### src/rtl/otp_pkg.sv
package otp_pkg;

   localparam int WORD_W    = 32;
   localparam int CMD_W     = 6;
   localparam int ROWADDR_W = 16;
   localparam int BUS_AW    = 8;

   // register offsets (software-visible, behaviour depends on them)
   localparam logic [BUS_AW-1:0] OFS_MODE   = 8'h00;
   localparam logic [BUS_AW-1:0] OFS_CMD    = 8'h04;
   localparam logic [BUS_AW-1:0] OFS_START  = 8'h08;
   localparam logic [BUS_AW-1:0] OFS_STATUS = 8'h0C;
   localparam logic [BUS_AW-1:0] OFS_ADDR   = 8'h28;
   localparam logic [BUS_AW-1:0] OFS_RD [2] = '{8'h10, 8'h5C};
   localparam logic [BUS_AW-1:0] OFS_WD [2] = '{8'h2C, 8'h64};

   // command codes
   localparam logic [CMD_W-1:0] OP_READ   = 6'h00;
   localparam logic [CMD_W-1:0] OP_UNLOCK = 6'h02;
   localparam logic [CMD_W-1:0] OP_LOCK   = 6'h03;
   localparam logic [CMD_W-1:0] OP_PROG   = 6'h08;

   // status bit positions
   localparam int ST_DONE = 1;
   localparam int ST_PERM = 2;

   // unlock key
   localparam int KEY_LEN = 4;
   function automatic logic [WORD_W-1:0] key_word(input logic [1:0] idx);
      case (idx)
         2'd0:    key_word = 32'h0000_000F;
         2'd1:    key_word = 32'h0000_0004;
         2'd2:    key_word = 32'h0000_0008;
         default: key_word = 32'h0000_000D;
      endcase
   endfunction

endpackage

### src/rtl/otp_key_tracker.sv
module otp_key_tracker
   import otp_pkg::*;
(
   input  logic              clk,
   input  logic              rst_n,
   input  logic              step_en,
   input  logic              clr_en,
   input  logic [WORD_W-1:0] key_in,
   output logic              perm
);

   localparam int STEP_W = $clog2(KEY_LEN);

   logic [STEP_W-1:0] step_q;
   logic              perm_q;

   always_ff @(posedge clk or negedge rst_n) begin
      if (!rst_n) begin
         step_q <= '0;
         perm_q <= 1'b0;
      end else if (clr_en) begin
         step_q <= '0;
         perm_q <= 1'b0;
      end else if (step_en) begin
         if (key_in == key_word(step_q)) begin
            if (step_q == STEP_W'(KEY_LEN - 1)) begin
               step_q <= '0;
               perm_q <= 1'b1;
            end else begin
               step_q <= step_q + 1'b1;
            end
         end else begin
            step_q <= '0;
         end
      end
   end

   assign perm = perm_q;

endmodule

### src/rtl/otp_op_timer.sv
module otp_op_timer #(
   parameter int CNT_W = 8
) (
   input  logic             clk,
   input  logic             rst_n,
   input  logic             launch,
   input  logic [CNT_W-1:0] load,
   output logic             busy,
   output logic             finish
);

   logic [CNT_W-1:0] cnt_q;
   logic             busy_q;

   always_ff @(posedge clk or negedge rst_n) begin
      if (!rst_n) begin
         busy_q <= 1'b0;
         cnt_q  <= '0;
      end else if (launch) begin
         busy_q <= 1'b1;
         cnt_q  <= load;
      end else if (busy_q) begin
         if (cnt_q == '0) busy_q <= 1'b0;
         else             cnt_q  <= cnt_q - 1'b1;
      end
   end

   assign busy   = busy_q;
   assign finish = busy_q && (cnt_q == '0);

endmodule

### src/rtl/otp_fuse_array.sv
module otp_fuse_array #(
   parameter int ROWS      = 16,
   parameter int ROW_WORDS = 2,
   localparam int WORD_W   = otp_pkg::WORD_W,
   localparam int ROW_BITS = ROW_WORDS * WORD_W,
   localparam int IDX_W    = $clog2(ROWS)
) (
   input  logic                     clk,
   input  logic                     rst_n,
   input  logic                     wr_en,
   input  logic [IDX_W-1:0]         wr_idx,
   input  logic [ROW_BITS-1:0]      wr_bits,
   input  logic [IDX_W-1:0]         rd_idx,
   output logic [ROW_BITS-1:0]      rd_bits,
   output logic [ROWS*ROW_BITS-1:0] all_bits
);

   logic [ROW_BITS-1:0] row_q [ROWS];

   for (genvar r = 0; r < ROWS; r++) begin : g_row
      for (genvar w = 0; w < ROW_WORDS; w++) begin : g_word
         always_ff @(posedge clk or negedge rst_n) begin
            if (!rst_n)
               row_q[r][w*WORD_W +: WORD_W] <= '0;
            else if (wr_en && (wr_idx == IDX_W'(r)))
               row_q[r][w*WORD_W +: WORD_W] <= row_q[r][w*WORD_W +: WORD_W]
                                             | wr_bits[w*WORD_W +: WORD_W];
         end
      end
      assign all_bits[r*ROW_BITS +: ROW_BITS] = row_q[r];
   end

   assign rd_bits = row_q[rd_idx];

endmodule

### src/rtl/otp_fuse_ctrl.sv
module otp_fuse_ctrl
   import otp_pkg::*;
#(
   parameter int ROWS        = 16,
   parameter int ROW_WORDS   = 2,
   parameter int CYC_PER_BIT = 2,
   parameter int READ_CYC    = 3
) (
   input  logic              clk,
   input  logic              rst_n,
   input  logic              bus_we,
   input  logic [BUS_AW-1:0] bus_addr,
   input  logic [WORD_W-1:0] bus_wdata,
   output logic [WORD_W-1:0] bus_rdata
);

   localparam int ROW_BITS = ROW_WORDS * WORD_W;
   localparam int IDX_W    = $clog2(ROWS);
   localparam int POP_W    = $clog2(ROW_BITS + 1);
   localparam int CNT_W    = $clog2(CYC_PER_BIT * ROW_BITS + READ_CYC + 1);

   // elaboration checks
   if (ROW_WORDS != 1 && ROW_WORDS != 2) begin : g_bad_words
      $error("ROW_WORDS must be 1 or 2");
   end
   if (ROWS < 2 || ROWS > (1 << ROWADDR_W) || (ROWS & (ROWS - 1)) != 0) begin : g_bad_rows
      $error("ROWS must be a power of two between 2 and 65536");
   end
   if (CYC_PER_BIT < 1 || READ_CYC < 1) begin : g_bad_cyc
      $error("CYC_PER_BIT and READ_CYC must be at least 1");
   end

   // software registers
   logic                 mode_q;
   logic [CMD_W-1:0]     cmd_q;
   logic [ROWADDR_W-1:0] addr_q;
   logic                 start_q;
   logic                 done_q;
   logic [ROW_BITS-1:0]  wd_flat;
   logic [ROW_BITS-1:0]  rd_flat;

   // captured operation
   logic [CMD_W-1:0]     op_cmd;
   logic [IDX_W-1:0]     op_row;
   logic [ROW_BITS-1:0]  op_data;

   logic                 busy, finish, perm;
   logic                 launch, start_wr, start_clr_wr;
   logic [CNT_W-1:0]     load_val;
   logic [POP_W-1:0]     pop_cnt;
   logic [ROW_BITS-1:0]  arr_rd;
   logic [ROWS*ROW_BITS-1:0] arr_all;
   logic                 fuse_wr;

   assign start_wr     = bus_we && (bus_addr == OFS_START);
   assign start_clr_wr = start_wr && !bus_wdata[0];
   assign launch       = start_wr && bus_wdata[0] && !start_q && mode_q && !busy;

   always_ff @(posedge clk or negedge rst_n) begin
      if (!rst_n) begin
         mode_q  <= 1'b0;
         cmd_q   <= '0;
         addr_q  <= '0;
         start_q <= 1'b0;
      end else if (bus_we) begin
         unique case (bus_addr)
            OFS_MODE:  mode_q  <= bus_wdata[0];
            OFS_CMD:   cmd_q   <= bus_wdata[CMD_W-1:0];
            OFS_ADDR:  addr_q  <= bus_wdata[ROWADDR_W-1:0];
            OFS_START: start_q <= bus_wdata[0];
            default: ;
         endcase
      end
   end

   for (genvar w = 0; w < ROW_WORDS; w++) begin : g_wd
      always_ff @(posedge clk or negedge rst_n) begin
         if (!rst_n)
            wd_flat[w*WORD_W +: WORD_W] <= '0;
         else if (bus_we && (bus_addr == OFS_WD[w]))
            wd_flat[w*WORD_W +: WORD_W] <= bus_wdata;
      end
   end

   // launch latency: program time scales with set bits
   assign pop_cnt = POP_W'($countones(wd_flat));

   always_comb begin
      load_val = '0;
      if (cmd_q == OP_PROG && perm)
         load_val = CNT_W'(CYC_PER_BIT * pop_cnt);
      else if (cmd_q == OP_READ)
         load_val = CNT_W'(READ_CYC - 1);
   end

   always_ff @(posedge clk or negedge rst_n) begin
      if (!rst_n) begin
         op_cmd  <= '0;
         op_row  <= '0;
         op_data <= '0;
      end else if (launch) begin
         op_cmd  <= cmd_q;
         op_row  <= addr_q[IDX_W-1:0];
         op_data <= wd_flat;
      end
   end

   always_ff @(posedge clk or negedge rst_n) begin
      if (!rst_n)             done_q <= 1'b0;
      else if (finish)        done_q <= 1'b1;
      else if (launch)        done_q <= 1'b0;
      else if (start_clr_wr)  done_q <= 1'b0;
   end

   always_ff @(posedge clk or negedge rst_n) begin
      if (!rst_n)                          rd_flat <= '0;
      else if (finish && op_cmd == OP_READ) rd_flat <= arr_rd;
   end

   assign fuse_wr = finish && (op_cmd == OP_PROG) && perm;

   otp_op_timer #(.CNT_W(CNT_W)) u_timer (
      .clk    (clk),
      .rst_n  (rst_n),
      .launch (launch),
      .load   (load_val),
      .busy   (busy),
      .finish (finish)
   );

   otp_key_tracker u_key (
      .clk     (clk),
      .rst_n   (rst_n),
      .step_en (finish && (op_cmd == OP_UNLOCK)),
      .clr_en  (finish && (op_cmd == OP_LOCK)),
      .key_in  (op_data[WORD_W-1:0]),
      .perm    (perm)
   );

   otp_fuse_array #(.ROWS(ROWS), .ROW_WORDS(ROW_WORDS)) u_array (
      .clk      (clk),
      .rst_n    (rst_n),
      .wr_en    (fuse_wr),
      .wr_idx   (op_row),
      .wr_bits  (op_data),
      .rd_idx   (op_row),
      .rd_bits  (arr_rd),
      .all_bits (arr_all)
   );

   // read mux
   always_comb begin
      bus_rdata = '0;
      unique case (bus_addr)
         OFS_MODE:   bus_rdata = {{(WORD_W-1){1'b0}}, mode_q};
         OFS_CMD:    bus_rdata = {{(WORD_W-CMD_W){1'b0}}, cmd_q};
         OFS_START:  bus_rdata = {{(WORD_W-1){1'b0}}, start_q};
         OFS_STATUS: bus_rdata = {{(WORD_W-3){1'b0}}, perm, done_q, 1'b0};
         OFS_ADDR:   bus_rdata = {{(WORD_W-ROWADDR_W){1'b0}}, addr_q};
         default: ;
      endcase
      for (int w = 0; w < ROW_WORDS; w++)
         if (bus_addr == OFS_RD[w]) bus_rdata = rd_flat[w*WORD_W +: WORD_W];
   end

endmodule

### config.mk
export PLATFORM = sky130hd
export DESIGN_NAME = otp_fuse_ctrl
export DESIGN_NICKNAME = d
export VERILOG_FILES = /design/src/rtl/otp_pkg.sv /design/src/rtl/otp_key_tracker.sv /design/src/rtl/otp_op_timer.sv /design/src/rtl/otp_fuse_array.sv /design/src/rtl/otp_fuse_ctrl.sv
export SDC_FILE = /design/constraint.sdc
export NUM_CORES = 2
export LEC_CHECK = 0
export ABC_AREA = 1
export BUFFER_PORTS_ARGS = -buffer_cell sky130_fd_sc_hd__buf_2
export CORE_MARGIN = 5
export CORE_UTILIZATION = 40
export CTS_BUF_LIST = sky130_fd_sc_hd__clkbuf_4 sky130_fd_sc_hd__clkbuf_8 sky130_fd_sc_hd__clkbuf_16
export CTS_CLUSTER_DIAMETER = 200
export DETAILED_ROUTE_END_ITERATION = 10
export GPL_TIMING_DRIVEN = 0
export PLACE_DENSITY_LB_ADDON = 0.2
export SLEW_MARGIN = 25
export SYNTH_ARGS = -nofsm -noshare
export SYNTH_HDL_FRONTEND = slang
export SYNTH_SLANG_ARGS = --single-unit
### constraint.sdc
create_clock -name clk -period 8 [get_ports clk]
set_clock_uncertainty 0.1 [all_clocks]
set_input_delay 1.6 -clock clk [delete_from_list [all_inputs] [get_ports clk]]
set_output_delay 1.6 -clock clk [all_outputs]
set_load 0.005 [all_outputs]
==> metrics.md <==
| Metric | Value |
|---|---|
| Hold Vio Cnt, Final | `0` |
| Max-slew headroom | `20.9%` |
| Clk sinks | `1263` |
| CTS root buf | `clkbuf_16` |
| Post-Layout Cell Count | `7731` |
| CP Class | `reg2reg` |
| Setup WS post-layout | `1.82 ns` |
| H-tree level count | `4` |
| Post-synth EDFFs | `0` |
| Worst hold path type | `reg2reg` |
| Worst reg2reg path depth | `19` |
| Post-synth top area cell | `dfrtp_1` |
| Vias in the first global route | `42000` |
| Total Power | `13.6 mW` |
| Main flop type after synthesis | `dfrtp_1` |
| Placed Cells | `7473` |
| Hold_buf cts | `0` |
| Worst slack, placed | `1.79 ns` |
| IO Port Bufs | `73` |
| Maximum clock rate | `162 MHz` |
| Starting Density | `40.3%` |
| Pwr dens | `218 nW/µm²` |
| Synthesized flop and latch total | `1263` |
| Die Y | `380 µm` |
| Die area | `144000 µm²` |
| Most frequent cells in the layout | `1311 x o21ai_0, 1263 x dfrtp_1, 954 x nand2_1` |
| Setup Fix Bufs, Post-CTS | `0` |
| Gr ovfl total | `0` |
| Commonest non-fill, non-tap cell in the layout | `o21ai_0` |
| Share of layout cells above drive strength 1 | `12.0%` |
| Crit. End Element | `register` |
| Global-route wire length before repair | `285000 µm` |
| Clk_lat worst skew | `0.78 ns` |
| Reg2Reg Setup Slack | `1.82 ns` |
| Vias per cell | `5.46` |
| Drt first pass iters | `6` |
| Post-Synthesis Cells | `5607` |
| Reg clk slew, reported paths | `0.06 ns` |
| GPL Wtd Cong | `0.924` |
| CP peak stage delay | `0.60 ns` |
| Async SR Flop Fraction | `100%` |
| Post-Syn Nets | `5724` |
| Post-Route WL | `195000 µm` |
| CTS-repair resized insts | `0` |
| Crit-path cells | `inv_1, fa_1, inv_1, fa_1, inv_1, fa_1, fa_1, fa_1, fa_1, fa_1, fa_1, inv_1, ha_1, fa_1, nand3_1, nand2_1, or2_2, nand3_1, a21oi_1` |
| Worst-case clock buffer depth | `3` |
| RSZ-0062 raised after global routing | `no` |
| Critical path's top delay family | `adder cells` |
| Wirelength per Cell | `25.2 µm` |
| Register area share after synthesis | `57.7%` |
| CP max FO | `2` |
| CP Depth | `19` |
| Hold Path Cell Cnt | `2` |
| Area of the core | `136000 µm²` |
| I/O pin cnt | `75` |
| Post-synth top area share | `57.7%` |
| Pin count of the biggest net entering global routing | `128` |
| Final Cycle Share | `77.3%` |
| Final Max Tran Viols | `0` |
| CP Buf/Inv Count | `4` |
| Mapped cell area | `54800 µm²` |
| Startpoint class of the critical path | `register` |
| Maxcap violations | `0` |
| Leak | `28.2 nW` |
| Detailed Route Iter0 Violations | `4377` |
| Ys Warns | `0` |
| Final setup viols | `0` |
| Status | `finished, final reports clean` |
| Setup TNS Final | `0 ns` |
| TritonCTS clock tree | `yes` |
| Cts bufs inserted | `137` |
| Synth cell types | `35` |
| # rows | `135` |
| Die width | `380 µm` |
| Period minus WS final | `6.18 ns` |
| DP Wirelength | `132000 µm` |
| Worst slew pin tran | `1.19 ns` |
| Post-synthesis average cell area | `9.77 µm²` |
| Routed Antenna Nets | `0` |
| Syn-to-layout area delta | `14.0%` |
| Initial antenna violation count | `15` |
| Nets@finish | `5948` |
| Cell mode on critical path | `fa_1` |
| GRT Util Overall | `26.7%` |
| Top cells by area, synth | `dfrtp_1 58%, o21ai_0 12%, nand2_1 6.5%` |
| DRC viols | `0` |
| Detailed-route via count | `42200` |
| Max rail drop VDD | `0.214 mV` |
| Slowest cell on crit path | `fa_1` |
| Required @ worst endpoint | `8.54 ns` |
| CP arrival | `6.72 ns` |
stage by stage:
step	cell area (µm²)	hold WS, ns	util, %
after floorplan	54800	0.318	-
final	62400	0.342	46.0
after CTS	62400	0.343	45.9
after global routing	62400	0.354	45.9
after detailed placement	57700	0.330	42.5
after global placement	57400	0.326	42.2
layout make-up:
type	count	area (µm²)
Inverter	751	2820
Sequential cell	1263	31600
Clock inverter	39	507
Buffer	353	1890
Clock buffer	197	4140
Antenna cell	22	55.1
Multi-Input combinational cell	3240	18500
Timing Repair Buffer	85	711
Tap cell	1781	2230
Fill cell	13100	73400
power by group:
part / internal (mW) / switching [mW] / leakage (nW) / total (mW)
sequential: 6.41 / 0.0190 / 17.6 / 6.43
clock: 3.91 / 2.70 / 2.33 / 6.61
combinational: 0.205 / 0.388 / 8.26 / 0.593
total: 10.5 / 3.10 / 28.2 / 13.6
cell usage after synthesis, types with 5 or more instances:
cell	instances
o21ai_0	1311
dfrtp_1	1263
nand2_1	954
inv_1	749
o21bai_1	419
clkbuf_1	232
o21ai_2	120
o21bai_2	95
nand4_1	70
buf_6	60
nor2_1	59
buf_2	56
fa_1	54
nand3_1	44
ha_1	20
mux2_2	20
a22o_1	16
nor3_1	12
a21oi_1	11
nand3_4	10
xor2_1	5
state kept, by name (all words and copies together) (netlist names):
signal / flops
u_array.all_bits: 1024
u_timer.cnt_q: 8
cmd_q: 6
rd_flat: 64
u_key.perm: 1
op_cmd: 6
u_key.step_q: 2
wd_flat: 64
mode_q: 1
op_row: 4
start_q: 1
done_q: 1
addr_q: 16
op_data: 64
u_timer.busy: 1
path summary, 6_finish.rpt:
path | startpoint | endpoint
setup / recovery | wd_flat[35] | u_timer.cnt_q[5]
hold / removal | u_array.all_bits[112] | u_array.all_bits[112]
setup reg to reg | wd_flat[35] | u_timer.cnt_q[5]
hold reg to reg | u_array.all_bits[112] | u_array.all_bits[112]
max in group asynchronous | rst_n | u_array.all_bits[826]
min in group asynchronous | rst_n | u_array.all_bits[586]
per-layer routing:
metal	vias up	global-route usage, %	share of wire [%]
met4	4	10.1	3.6
met5	-	0.893	0.097
met3	378	6.53	8.3
met1	21500	37.1	43
li1	18800	-	-
met2	1607	40.4	45
logic make-up (layout without fill, tap and decap cells):
| kind of cell | count (synthesis) | after routing | share of synthesized area, % |
|---|---|---|---|
| AOI/OAI and AO/OA | 1981 | 1981 | 22.1 |
| adders and majority gates | 74 | 74 | 2.43 |
| buffers and inverters | 1104 | 1425 | 8.55 |
| muxes | 20 | 20 | 0.411 |
| xor gates and xnor gates | 8 | 8 | 0.128 |
| and+or+nand+nor | 1157 | 1157 | 8.69 |
| DFF | 1263 | 1263 | 57.7 |
| other | 0 | 22 | 0 |
worst register-to-register path, cell delays in order (launching register included):
cell     delay [ns]
dfrtp_1        0.36
inv_1          0.08
fa_1           0.54
inv_1          0.05
fa_1           0.49
inv_1          0.06
fa_1           0.60
fa_1           0.47
fa_1           0.58
fa_1           0.46
fa_1           0.47
fa_1           0.49
inv_1          0.05
ha_1           0.21
fa_1           0.46
nand3_1        0.08
nand2_1        0.06
or2_2          0.27
nand3_1        0.10
a21oi_1        0.08
No activity file was read; power rests on OpenSTA's default activity.
